### src/rtl/evinj_pkg.sv
package evinj_pkg;
  // Field layout of the injection word; neighbours decode these positions.
  localparam int TYPE_LSB  = 8;
  localparam int TYPE_W    = 3;
  localparam int ERRV_BIT  = 11;
  localparam int VALID_BIT = 31;

  localparam logic [TYPE_W-1:0] TYPE_EXCEPTION = 3'd3;
  localparam logic [TYPE_W-1:0] TYPE_SOFT_INT  = 3'd4;

  // Bit n set means vector n pushes an error code.
  localparam logic [31:0] ERR_VEC_MASK_DEF = 32'h0022_7D00;

  typedef enum logic [1:0] {
    ST_IDLE  = 2'd0,
    ST_READ  = 2'd1,
    ST_CHECK = 2'd2,
    ST_EMIT  = 2'd3
  } evinj_state_t;
endpackage

### src/rtl/evinj_errvec_lut.sv
module evinj_errvec_lut #(
  parameter int          VEC_W    = 8,
  parameter logic [31:0] ERR_MASK = evinj_pkg::ERR_VEC_MASK_DEF
) (
  input  logic [VEC_W-1:0] vec_i,
  output logic             has_err_o
);
  localparam int LUT_N = 32;
  localparam int IDX_W = $clog2(LUT_N);

  logic             in_range;
  logic [IDX_W-1:0] idx;

  generate
    if (VEC_W > IDX_W) begin : g_wide
      assign in_range = ~|vec_i[VEC_W-1:IDX_W];
      assign idx      = vec_i[IDX_W-1:0];
    end else begin : g_narrow
      assign in_range = 1'b1;
      assign idx      = IDX_W'(vec_i);
    end
  endgenerate

  assign has_err_o = in_range & ERR_MASK[idx];
endmodule

### src/rtl/evinj_word_build.sv
module evinj_word_build #(
  parameter int VEC_W  = 8,
  parameter int WORD_W = 32
) (
  input  logic [VEC_W-1:0]  vec_i,
  input  logic              soft_i,
  input  logic              attach_err_i,
  output logic [WORD_W-1:0] word_o
);
  import evinj_pkg::*;

  always_comb begin
    word_o                      = '0;
    word_o[VEC_W-1:0]           = vec_i;
    word_o[TYPE_LSB +: TYPE_W]  = soft_i ? TYPE_SOFT_INT : TYPE_EXCEPTION;
    word_o[ERRV_BIT]            = attach_err_i;
    word_o[VALID_BIT]           = 1'b1;
  end
endmodule

### src/rtl/evinj_ctrl.sv
module evinj_ctrl (
  input  logic clk,
  input  logic rst_n,
  input  logic start_i,
  output logic capture_req_o,
  output logic capture_old_o,
  output logic rd_en_o,
  output logic emit_o,
  output logic busy_o
);
  import evinj_pkg::*;

  evinj_state_t state_q, state_d;

  always_comb begin
    state_d = state_q;
    case (state_q)
      ST_IDLE:  if (start_i) state_d = ST_READ;
      ST_READ:  state_d = ST_CHECK;
      ST_CHECK: state_d = ST_EMIT;
      ST_EMIT:  state_d = ST_IDLE;
      default:  state_d = ST_IDLE;
    endcase
  end

  always_ff @(posedge clk or negedge rst_n) begin
    if (!rst_n) state_q <= ST_IDLE;
    else        state_q <= state_d;
  end

  assign capture_req_o = (state_q == ST_IDLE) && start_i;
  assign rd_en_o       = (state_q == ST_READ);
  assign capture_old_o = (state_q == ST_CHECK);
  assign emit_o        = (state_q == ST_EMIT);
  assign busy_o        = (state_q != ST_IDLE);
endmodule

### src/rtl/evinj_encoder.sv
module evinj_encoder #(
  parameter int          VEC_W    = 8,
  parameter int          ERR_W    = 32,
  parameter int          WORD_W   = 32,
  parameter logic [31:0] ERR_MASK = evinj_pkg::ERR_VEC_MASK_DEF
) (
  input  logic              clk,
  input  logic              rst_n,
  input  logic              start,
  input  logic [VEC_W-1:0]  vector,
  input  logic              sw_int,
  input  logic [ERR_W-1:0]  err_code,
  input  logic              real_mode,
  output logic              rd_en,
  input  logic [WORD_W-1:0] rd_data,
  output logic              inj_we,
  output logic [WORD_W-1:0] inj_wdata,
  output logic              err_we,
  output logic [ERR_W-1:0]  err_wdata,
  output logic              done,
  output logic              busy
);
  import evinj_pkg::*;

  localparam int SYNC_N = 2;

  // Reset: asserted asynchronously, released on a clock edge.
  logic [SYNC_N-1:0] rst_sync_q;
  logic              rst_int_n;

  always_ff @(posedge clk or negedge rst_n) begin
    if (!rst_n) rst_sync_q <= '0;
    else        rst_sync_q <= {rst_sync_q[SYNC_N-2:0], 1'b1};
  end
  assign rst_int_n = rst_sync_q[SYNC_N-1];

  logic capture_req, capture_old, emit;

  evinj_ctrl u_ctrl (
    .clk           (clk),
    .rst_n         (rst_int_n),
    .start_i       (start),
    .capture_req_o (capture_req),
    .capture_old_o (capture_old),
    .rd_en_o       (rd_en),
    .emit_o        (emit),
    .busy_o        (busy)
  );

  // Captured request
  logic [VEC_W-1:0] vec_q;
  logic             soft_q;
  logic             real_q;
  logic [ERR_W-1:0] code_q;
  logic             pending_q;

  always_ff @(posedge clk or negedge rst_int_n) begin
    if (!rst_int_n) begin
      vec_q  <= '0;
      soft_q <= 1'b0;
      real_q <= 1'b0;
      code_q <= '0;
    end else if (capture_req) begin
      vec_q  <= vector;
      soft_q <= sw_int;
      real_q <= real_mode;
      code_q <= err_code;
    end
  end

  always_ff @(posedge clk or negedge rst_int_n) begin
    if (!rst_int_n)       pending_q <= 1'b0;
    else if (capture_old) pending_q <= rd_data[VALID_BIT];
  end

  logic has_err, attach_err;

  evinj_errvec_lut #(
    .VEC_W    (VEC_W),
    .ERR_MASK (ERR_MASK)
  ) u_lut (
    .vec_i     (vec_q),
    .has_err_o (has_err)
  );

  assign attach_err = has_err & ~real_q;

  evinj_word_build #(
    .VEC_W  (VEC_W),
    .WORD_W (WORD_W)
  ) u_build (
    .vec_i        (vec_q),
    .soft_i       (soft_q),
    .attach_err_i (attach_err),
    .word_o       (inj_wdata)
  );

  assign inj_we    = emit & ~pending_q;
  assign err_we    = inj_we & attach_err;
  assign err_wdata = code_q;
  assign done      = emit;
endmodule

### config.mk
export PLATFORM = sky130hd
export DESIGN_NAME = evinj_encoder
export DESIGN_NICKNAME = d
export VERILOG_FILES = /design/src/rtl/evinj_pkg.sv /design/src/rtl/evinj_errvec_lut.sv /design/src/rtl/evinj_word_build.sv /design/src/rtl/evinj_ctrl.sv /design/src/rtl/evinj_encoder.sv
export SDC_FILE = /design/constraint.sdc
export NUM_CORES = 1
export LEC_CHECK = 0
export CAP_MARGIN = 20
export CELL_PAD_IN_SITES_DETAIL_PLACEMENT = 0
export CELL_PAD_IN_SITES_GLOBAL_PLACEMENT = 2
export CORE_MARGIN = 3
export CORE_UTILIZATION = 18
export DETAILED_ROUTE_END_ITERATION = 10
export GPL_ROUTABILITY_DRIVEN = 0
export PLACE_DENSITY_LB_ADDON = 0.1
export SLEW_MARGIN = 20
export SYNTH_ARGS = -nofsm -noshare
export SYNTH_HDL_FRONTEND = slang
export SYNTH_SLANG_ARGS = --single-unit
### constraint.sdc
create_clock -name clk -period 1.46 [get_ports clk]
set_input_delay 0.292 -clock clk [delete_from_list [all_inputs] [get_ports clk]]
set_output_delay 0.292 -clock clk [all_outputs]
set_load 0.01 [all_outputs]
Word level (Yosys, flattened, before mapping)
Memories as Yosys holds them, arrays and structs flattened.
Cells that the tools add are included.
Widths: inputs -> output; s select.
{"block": "op_classes", "eq_ne": 4, "mux": 4, "magnitude_cmp": 1, "n_bitwise": 6, "reduce_logical": 5}
{"cell": "$pmux 2 s4", "n": 1}
{"cell": "$lt 5x6->1 const B", "n": 1}
{"cell": "$and 1x1->1", "n": 4}
{"cell": "$eq 2x2->1 const B", "n": 2}
{"cell": "$mux 3", "n": 1}
{"cell": "$reduce_or 3->1", "n": 1}
{"cell": "$eq 2x1->1 const B", "n": 1}
{"cell": "$logic_not 2->1", "n": 1}
{"cell": "$mux 2", "n": 1}
{"cell": "$ne 2x2->1 const B", "n": 1}
{"cell": "$not 1->1", "n": 2}
{"cell": "$reduce_bool 2->1", "n": 1}
{"cell": "$logic_and 1x1->1", "n": 1}
{"cell": "$logic_not 1->1", "n": 1}
{"cell": "$mux 1", "n": 1}
{"block": "totals", "inputBits": 77, "reg_bits": 47, "wordCells": 28, "rom_bits": 32, "mem_count": 1}
{"memory": "(no name shown)", "words": 32, "word_bits": 1, "rd": 1, "rd_clocked_by_memory_dff": 0, "wr": 0, "line": "evinj_errvec_lut.sv:24", "text": "assign has_err_o = in_range & ERR_MASK[idx];"}

Depth between registers and ports, before layout
Gate-level depths: netlist of run 1.
{"block": "logic_depth", "ltp_word": 5, "ltp_mapped": 5, "mapped_depth_nobuf": 5}

Modules after synthesis
A second synthesis of run 1 with hierarchy kept.
{"block": "hier_totals", "hier_cells": 154, "area_unflattened_um2": 2351.0}
{"module": "evinj_encoder", "seq_area_each_um2": 1126.1, "area_per_inst_um2": 1878.1, "cells_per_inst": 97, "instances": 1}
{"module": "evinj_word_build", "seq_area_each_um2": 0.0, "area_per_inst_um2": 244.0, "cells_per_inst": 34, "instances": 1}
{"module": "evinj_ctrl", "seq_area_each_um2": 50.0, "area_per_inst_um2": 173.9, "cells_per_inst": 15, "instances": 1}
{"module": "evinj_errvec_lut", "seq_area_each_um2": 0.0, "area_per_inst_um2": 55.1, "cells_per_inst": 8, "instances": 1}

Least setup slack after synthesis of run 1
No wires, ideal clock.
{"block": "synth_timing", "path_type": "reg2out", "startpoint": "register u_ctrl.state_q[1]", "endpoint": "output err_we", "path_buffers": 0, "setup_slack_ns": 0.018, "required_time_ns": 1.168, "t_arrival_ns": 1.150, "path_stages_with_launch": 5, "path_cell_list": "dfrtp_1 ha_1 nor2b_1 and2_1 o211a_1"}
{"block": "synth_between", "elab_chain_cells": 3}
{"item": "start, declared", "line": "evinj_ctrl.sv:13", "text": "evinj_state_t state_q, state_d;"}
{"item": "start signal, assigned", "line": "evinj_ctrl.sv:28", "text": "else state_q <= state_d;"}
{"item": "$eq 2x2->1", "line": "evinj_ctrl.sv:34", "text": "assign emit_o = (state_q == ST_EMIT);"}
{"item": "named net done", "line": "evinj_encoder.sv:20", "text": "output logic done,"}
{"item": "$and 1x1->1", "line": "evinj_encoder.sv:98", "text": "assign inj_we = emit & ~pending_q;"}
{"item": "named net inj_we", "line": "evinj_encoder.sv:16", "text": "output logic inj_we,"}
{"item": "$and 1x1->1", "line": "evinj_encoder.sv:99", "text": "assign err_we = inj_we & attach_err;"}
{"item": "end, declared", "line": "evinj_encoder.sv:18", "text": "output logic err_we,"}
The timed path passes the listed nets, and every way through them passes these cells.

Final worst setup path of run 1
{"block": "layout_timing", "startpoint": "register u_ctrl.state_q[1]", "endpoint": "register vec_q[0]"}
{"block": "layout_between", "elab_chain_cells": 2}
{"item": "$logic_not 2->1", "line": "evinj_ctrl.sv:31", "text": "assign capture_req_o = (state_q == ST_IDLE) && start_i;"}
{"item": "$logic_and 1x1->1", "line": "evinj_ctrl.sv:31"}
{"item": "end signal, assigned", "line": "evinj_encoder.sv:64", "text": "vec_q <= vector;"}
{"item": "end, declared", "line": "evinj_encoder.sv:51", "text": "logic [VEC_W-1:0] vec_q;"}
Every way passes these cells.
A chain may end at the register's enable or synchronous reset.

==> results_dict.tcl, run 1 <==
set metrics [dict create \
    via_per_inst 3.65 \
    wire_per_inst_microns 14.7 \
    drtPass1Iterations 2 \
    io_pins 146 \
    fp.dieW_microns 113 \
    max_freq_ghz 0.588 \
    cts_tree "yes" \
    finalSetupTns_ps -9970 \
    drc 0 \
    yosysTopAreaCell "dfrtp_1" \
    end_kind "flop" \
    synth_cells 142 \
    setup.worst_path.class "flop to flop" \
    root_buffer "clkbuf_16" \
    crit_path_cell_trace "buf_4, buf_6, inv_6, ha_4, buf_6, nand2_8, buf_12, buf_12, mux2_4" \
    arrival_ps 1860 \
    cpMaxStageDelayCell "dfrtp_1" \
    ys_types 17 \
    grt_pass1_vias 1651 \
    rows 38 \
    gr-total-overflow 0 \
    violations "setup timing" \
    cp_max_fo 5 \
    grt_start_max_net_pins 27 \
    vias 1503 \
    fin_ws_ps -242 \
    synth_ff_type "dfrtp_1" \
    insertion_delay_ps 280 \
    startpoint "u_ctrl.state_q[1]" \
    die-area_sq_um 12800 \
    io_buffers 94 \
    pwr_density_cell_nw_per_um2 2090 \
    clk_pin_slew_ps 70 \
    cp-start-kind "flop" \
    grt_pass1_wl_mm 9.21 \
    required_ps 1620 \
    yosysMostFrequentCell "dfrtp_1" \
    synth_area_leaders "dfrtp_1 (57%), mux2_2 (24%), buf_4 (8.4%), ha_1 (3.0%), buf_6 (2.2%)" \
    critical-path-max-stage-delay_ps 390 \
    synth_warnings 0 \
    clock-skew-final_ps 7.20 \
    cap_violations 0 \
    dp_cells 386 \
    cp_top_family "buffers and inverters" \
    rr_startpoint "u_ctrl.state_q[1]" \
    start_util_pct 18.7 \
    synthArstFlopShare_pct 100 \
    drive_gt1_share_pct 39.3 \
    cts_buffers 5 \
    hold_viol 0 \
    yosys-top-cells-count "dfrtp_1 (47), mux2_2 (44), buf_4 (23)" \
    path_buf_inv 6 \
    dp_hpwl_mm 3.81 \
    p_leak_uw 0.00190 \
    core_area_sq_um 11000 \
    slew_violations 0 \
    setup_viol 48 \
    htree_num_levels 2 \
    min_period_over_period_pct 117 \
    die_y_microns 113 \
    antenna_found_initial 0 \
    synth-edff-count 0 \
    yosys_register_bits 47 \
    run_status "finished with violations" \
    fin_area_sq_um 3820 \
    hp-class "input pin to async pin" \
    placed_area_sq_um 3190 \
    fin_cells 412 \
    wl_mm 6.05 \
    nets 353 \
    clockBufferDepth 2 \
    ys_seq_area_share_pct 57.0 \
    antenna_cells 0 \
    clock_sink_count 47 \
    min_period_ps 1700 \
    rsz0062_at_grt "true" \
    ant_nets 0 \
    irDropWorstVdd_mv 0.702 \
    synthToLayoutAreaGrowth_pct 85.3 \
    grtUsageTotal_pct 9.38 \
    synth.top_cell.area_share_pct 57.0 \
    drtIter0Drc 26 \
    synthesis.area_sq_um 2060 \
    syn_avg_cell_area_sq_um 14.5 \
]
## timing repair
item	in CTS	in global routing
hold buffers	0	0
setup endpoints to repair	91	51
buffers inserted	12	7
gates resized for setup	115	32
gates cloned	6	0
pin swaps	6	3
## report_power, final
group	switching, uW	total [uW]	internal [uW]
Sequential	380	2330	1950
Clock	495	1350	853
Combinational	1580	4310	2730
Total	2450	7990	5530
## worst paths after layout
| path | endpoint | slack, ps | cells after the start |
|---|---|---|---|
| worst max-delay path | vec_q[0] | -240 | 9 |
| worst min-delay path | rst_sync_q[1] | 170 | 1 |
| worst max register to register | vec_q[0] | -240 | 9 |
| worst min register to register | err_wdata[14] | 240 | 1 |
| max in group asynchronous | vec_q[6] | 900 | 1 |
| min in group clk | rst_sync_q[1] | 360 | 0 |
## cell usage in the layout, fill, tap and decap left out, types with 2 or more instances in the layout
cell type / netlist / layout
dfrtp_1: 47 / 46
clkdlybuf4s50_1: 0 / 45
dlygate4sd2_1: 0 / 42
mux2_4: 0 / 39
conb_1: 2 / 21
buf_4: 23 / 20
buf_6: 4 / 9
buf_12: 0 / 7
mux2_2: 44 / 5
clkbuf_16: 0 / 5
inv_1: 5 / 3
ha_4: 0 / 3
buf_2: 0 / 3
nor2b_4: 0 / 2
o211a_1: 2 / 2
buf_16: 0 / 2
## registers in the layout, indices dropped and copies added (netlist names)
signal          count
soft_q              1
pending_q           1
real_q              1
rst_sync_q          2
vec_q               8
u_ctrl.state_q      2
err_wdata          32
## cell type report
cell class | instances | area, sq um
Tap cell | 140 | 175
Clock inverter | 2 | 35.0
Fill cell | 1096 | 7210
Sequential cell | 47 | 1180
Inverter | 5 | 26.3
Timing Repair Buffer | 130 | 1310
Clock buffer | 6 | 139
Multi-Input combinational cell | 82 | 962
## metrics by stage
step / hold slack [ps] / total power (uW) / utilization, % / worst slack (ps)
final: 166 / 7990 / 34.7 / -242
after floorplan: -3.59 / 3860 / - / 17.9
after global routing: 157 / 8540 / 34.7 / -319
after detailed placement: 252 / 5820 / 29.0 / -418
after global placement: 256 / 5810 / 29.0 / -405
after CTS: 163 / 7810 / 34.0 / -265
## layer usage
layer	GRT usage (%)	part of all wire, %	vias to the layer above
li1	-	-	693
met1	11.5	42	745
met2	15.2	49	63
met3	3.90	8.6	2
met4	2.40	0.55	0
met5	0	0	-
## kinds of logic after synthesis
logic type               after synthesis  synth area share [%]
other                                  2                 0.364
AO/OA/AOI/OAI                          5                  1.94
multiplexers                          44                  24.0
AND/OR/NAND/NOR                        6                  1.76
flip-flops                            47                  57.0
adder cells (fa/ha/maj)                5                  3.03
buffers and inverters                 32                  11.5
XOR/XNOR                               1                 0.425
No activity file was read; power rests on OpenSTA's default activity.
==> inputs of run 2 (changes only) <==
--- a/config.mk
+++ b/config.mk
@@ -13,6 +13,7 @@
 export DETAILED_ROUTE_END_ITERATION = 10
 export GPL_ROUTABILITY_DRIVEN = 0
 export PLACE_DENSITY_LB_ADDON = 0.1
+export SKIP_CTS_REPAIR_TIMING = 1
 export SLEW_MARGIN = 20
 export SYNTH_ARGS = -nofsm -noshare
 export SYNTH_HDL_FRONTEND = slang
==> results_dict.tcl, run 2 (same netlist as run 1, synthesis figures left out) <==
set metrics [dict create \
    ant_nets 0 \
    grt_pass1_wl_mm 8.20 \
    setup_viol 20 \
    rows 38 \
    antenna_found_initial 0 \
    start_util_pct 18.7 \
    swShare_pct 30.4 \
    cts_tree "yes" \
    via_per_inst 3.62 \
    place_ws_ps -418 \
    irDropWorstVdd_mv 0.646 \
    drtPass1Iterations 2 \
    end_kind "primary output" \
    grt_pass1_vias 1568 \
    pwr-share-seq_pct 32.0 \
    io_pins 146 \
    cp-start-kind "flop" \
    hold_viol 0 \
    crit_path_cell_trace "nor4_4, and2_1, o211a_1, buf_2" \
    root_buffer "clkbuf_16" \
    synthToLayoutAreaGrowth_pct 75.7 \
    num-fill-cells 1115 \
    insertion_delay_ps 280 \
    arrival_ps 1410 \
    clock_sink_count 47 \
    clock-skew-final_ps 9.61 \
    gr-total-overflow 0 \
    required_ps 1170 \
    final_common_cell "dfrtp_1" \
    wire_per_inst_microns 14.0 \
    pwr_density_cell_nw_per_um2 2000 \
    antenna_cells 0 \
    run_status "finished with violations" \
    hp-class "input pin to async pin" \
    p_int_uw 5040 \
    fin_ws_ps -237 \
    setup.worst_path.class "flop to primary output" \
    drc 0 \
    cap_violations 0 \
    dp_hpwl_mm 3.81 \
    clockBufferDepth 2 \
    largest_register_ffs 32 \
    rsz0062_at_grt "true" \
    clk_pin_slew_ps 60 \
    drtIter0Drc 16 \
    p_switching_uw 2200 \
    wl_mm 5.56 \
    whs_ps 168 \
    cp_max_fo 2 \
    min_period_over_period_pct 116 \
    min_period_ps 1700 \
    max_freq_ghz 0.589 \
    nets 339 \
    grt_start_max_net_pins 27 \
    fp.dieW_microns 113 \
    power_uw 7240 \
    critical-path-max-stage-delay_ps 410 \
    path_buf_inv 1 \
    vias 1441 \
    cp_top_family "simple AND/OR/NAND/NOR gates" \
    cts_buffers 5 \
    slew_violations 0 \
    regToRegSetupSlack_ps -10 \
    clkPwrFrac_pct 18.7 \
    io_buffers 94 \
    rr_startpoint "u_ctrl.state_q[0]" \
    drive_gt1_share_pct 35.3 \
    die_y_microns 113 \
    layout_common_cells "dfrtp_1 (46), clkdlybuf4s50_1 (45), mux2_2 (44)" \
    p_leak_uw 0.00195 \
    ff2ff_path_depth 6 \
    final_core_util_pct 32.9 \
    htree_num_levels 2 \
    comb_power_share_pct 49.3 \
    reg2reg_to "vec_q[6]" \
    die-area_sq_um 12800 \
    core_area_sq_um 11000 \
    violations "setup timing" \
    cpMaxStageDelayCell "dfrtp_1" \
    grtUsageTotal_pct 8.27 \
]
[run 2: changes by cell type in the layout (fill, tap and decap cells not counted), moves of 2 or more]
cell            before  now
buf_4               20   15
buf_6                9    4
buf_12               7    2
buf_16               2    0
dlygate4sd2_1       42    0
clkbuf_16            5    8
clkbuf_2             0    2
mux2_4              39    0
mux2_2               5   44
dlymetal6s2s_1       1   43
[run 2: layer usage]
layer	up-vias	global-route usage, %	share of wire, %
li1	664	-	-
met1	712	9.75	41
met2	63	13.5	49
met3	2	3.90	9.5
met4	0	2.40	0.59
met5	-	0	0
[run 2: power groups by stage]
stage	Combinational, uW	Sequential (uW)	Clock [uW]
final	3570	2320	1350
after global routing	3890	2410	1480
after CTS	3520	2300	1410
after detailed placement	3510	2310	0
after global placement	3520	2290	0
after floorplan	1260	2600	0
[run 2: layout make-up]
cell class | count | area (sq um) | share of cell area, %
Clock buffer | 6 | 139 | 3.83
Clock inverter | 2 | 35.0 | 0.967
Inverter | 5 | 23.8 | 0.656
Multi-Input combinational cell | 82 | 793 | 21.9
Sequential cell | 47 | 1180 | 32.5
Tap cell | 140 | 175 | 4.83
Timing Repair Buffer | 116 | 1280 | 35.3
[run 2: how the worst max path moves through the flow]
stage / slack, ps / end / cells past startpoint / startpoint
final: -240 / err_we / 4 / real_q
after CTS: -750 / err_we / 4 / vec_q[6]
after floorplan: 20 / err_we / 4 / u_ctrl.state_q[1]
after detailed placement: -420 / err_we / 4 / vec_q[6]
after global routing: -320 / err_we / 4 / real_q
after global placement: -410 / err_we / 4 / vec_q[6]
[run 2: through the flow]
stage	area, sq um	TNS (ps)	instances
2_1_floorplan	2130	0	161
3_3_place_gp	3190	-4800	386
3_5_place_dp	3190	-5070	386
4_1_cts	3370	-8580	394
5_1_grt	3620	-2540	398
6_report	3620	-508	398
[run 2: worst register-to-register path, stage by stage, from the launching register on]
cell       delay (ps)
dfrtp_1           370
buf_6             120
inv_2              40
ha_4              170
nand2_8           130
clkbuf_16         190
mux2_2            330
==> inputs of run 3 (changes only) <==
--- a/config.mk
+++ b/config.mk
@@ -8,7 +8,7 @@
 export CAP_MARGIN = 20
 export CELL_PAD_IN_SITES_DETAIL_PLACEMENT = 0
 export CELL_PAD_IN_SITES_GLOBAL_PLACEMENT = 2
-export CORE_MARGIN = 3
+export CORE_MARGIN = 4
 export CORE_UTILIZATION = 18
 export DETAILED_ROUTE_END_ITERATION = 10
 export GPL_ROUTABILITY_DRIVEN = 0
==> results_dict.tcl, run 3 (same netlist as run 1, synthesis figures left out) <==
set metrics [dict create \
    max_freq_ghz 0.593 \
    cp-start-kind "flop" \
    startpoint "u_ctrl.state_q[1]" \
    antenna_found_initial 0 \
    regToRegSetupSlack_ps -20 \
    min_period_over_period_pct 115 \
    drc 0 \
    setup_viol 12 \
    wire_per_inst_microns 14.3 \
    antenna_cells 0 \
    pwr_density_cell_nw_per_um2 1990 \
    run_status "finished with violations" \
    grt_pass1_vias 1494 \
    cts_tree "yes" \
    vias 1431 \
    clockBufferDepth 2 \
    rr_startpoint "u_ctrl.state_q[1]" \
    hp-class "input pin to async pin" \
    rsz0062_at_grt "true" \
    fin_ws_ps -225 \
    drtPass1Iterations 2 \
    rows 38 \
    critical-path-max-stage-delay_ps 400 \
    die_y_microns 115 \
    ff2ff_path_depth 6 \
    end_kind "primary output" \
    clock_sink_count 47 \
    insertion_delay_ps 280 \
    slew_violations 0 \
    drive_gt1_share_pct 35.3 \
    dp_cells 386 \
    arrival_ps 1390 \
    root_buffer "clkbuf_16" \
    grtUsageTotal_pct 7.66 \
    reg2reg_to "err_wdata[21]" \
    fp.dieW_microns 115 \
    fin_cells 398 \
    p_leak_uw 0.00208 \
    ant_nets 0 \
    cts_buffers 5 \
    htree_num_levels 2 \
    crit_path_cell_trace "ha_2, nor2b_4, and2_1, o211a_1, buf_6" \
    io_buffers 94 \
    synthToLayoutAreaGrowth_pct 80.8 \
    fin_area_sq_um 3730 \
    cp_max_fo 2 \
    start_util_pct 18.7 \
    num-fill-cells 1112 \
    nets 339 \
    hold_viol 0 \
    min_period_ps 1690 \
    largest_register_ffs 32 \
    via_per_inst 3.60 \
    clock-skew-final_ps 5.92 \
    gr-total-overflow 0 \
    irDropWorstVdd_mv 0.787 \
    wl_mm 5.70 \
    setup.worst_path.class "flop to primary output" \
    power_uw 7410 \
    grt_start_max_net_pins 26 \
    violations "setup timing" \
    cap_violations 0 \
    core_area_sq_um 11000 \
    io_pins 146 \
    layout_common_cells "dfrtp_1 (45), clkdlybuf4s50_1 (45), dlymetal6s2s_1 (45)" \
    grt_pass1_wl_mm 7.85 \
    die-area_sq_um 13200 \
    drtIter0Drc 18 \
    clk_pin_slew_ps 60 \
    dp_hpwl_mm 4.04 \
    required_ps 1170 \
    placed_area_sq_um 3190 \
    cpMaxStageDelayCell "dfrtp_1" \
]
-- run 3: cell count changes in the layout (fill, tap and decap cells not counted), sizes merged --
cell          delta
dlymetal6s2s     +2
buf              -1
clkbuf           +1
clkinv           -1
bufinv           -1
-- run 3: stage by stage --
| step | TNS, ps | worst slack, ps | hold slack [ps] | utilization (%) |
|---|---|---|---|---|
| after detailed placement | -4570 | -414 | 259 | 29.0 |
| after CTS | -8570 | -726 | 160 | 30.4 |
| after global routing | -2660 | -306 | 173 | 33.8 |
| after global placement | -3900 | -409 | 259 | 29.0 |
| after floorplan | 0 | 17.9 | -3.59 | - |
| final | -577 | -225 | 168 | 33.8 |
-- run 3: layout make-up --
type                    count  area, sq um  share of cell area (%)
clock buffers               8          156                    4.19
inverters                   5         26.3                   0.704
multi-input cells          82          880                    23.6
flip-flops and latches     47         1180                    31.6
well taps                 140          175                    4.70
repair buffers            116         1310                    35.2
-- run 3: worst max path at each step --
stage              to  slack (ps)  depth (start not counted)
6_report       err_we        -230                          5
5_1_grt        err_we        -310                          4
4_1_cts        err_we        -730                          4
3_5_place_dp   err_we        -410                          4
3_3_place_gp   err_we        -410                          4
2_1_floorplan  err_we          20                          4
-- run 3: critical path, delay by kind of cell (launching register included) --
kind                     cells  cell delay (ps)
adder cells (fa/ha/maj)      1              200
AND/OR/NAND/NOR              2              280
flip-flops                   1              400
buffers and inverters        1              120
AO/OA/AOI/OAI                1              120
-- run 3: power breakdown --
| part | leakage [uW] | internal, uW | switching, uW |
|---|---|---|---|
| logic | 0.00145 | 2460 | 1380 |
| registers | 0.000553 | 1960 | 402 |
| clock network | 0.0000772 | 730 | 480 |
| total | 0.00208 | 5150 | 2260 |
-- run 3: metal layers --
layer	wire length (microns)	up-vias	track usage, %
met1	2360	700	9.04
met4	46	0	2.35
met2	2820	63	12.5
li1	-	664	-
met5	0	-	0
met3	475	4	3.47
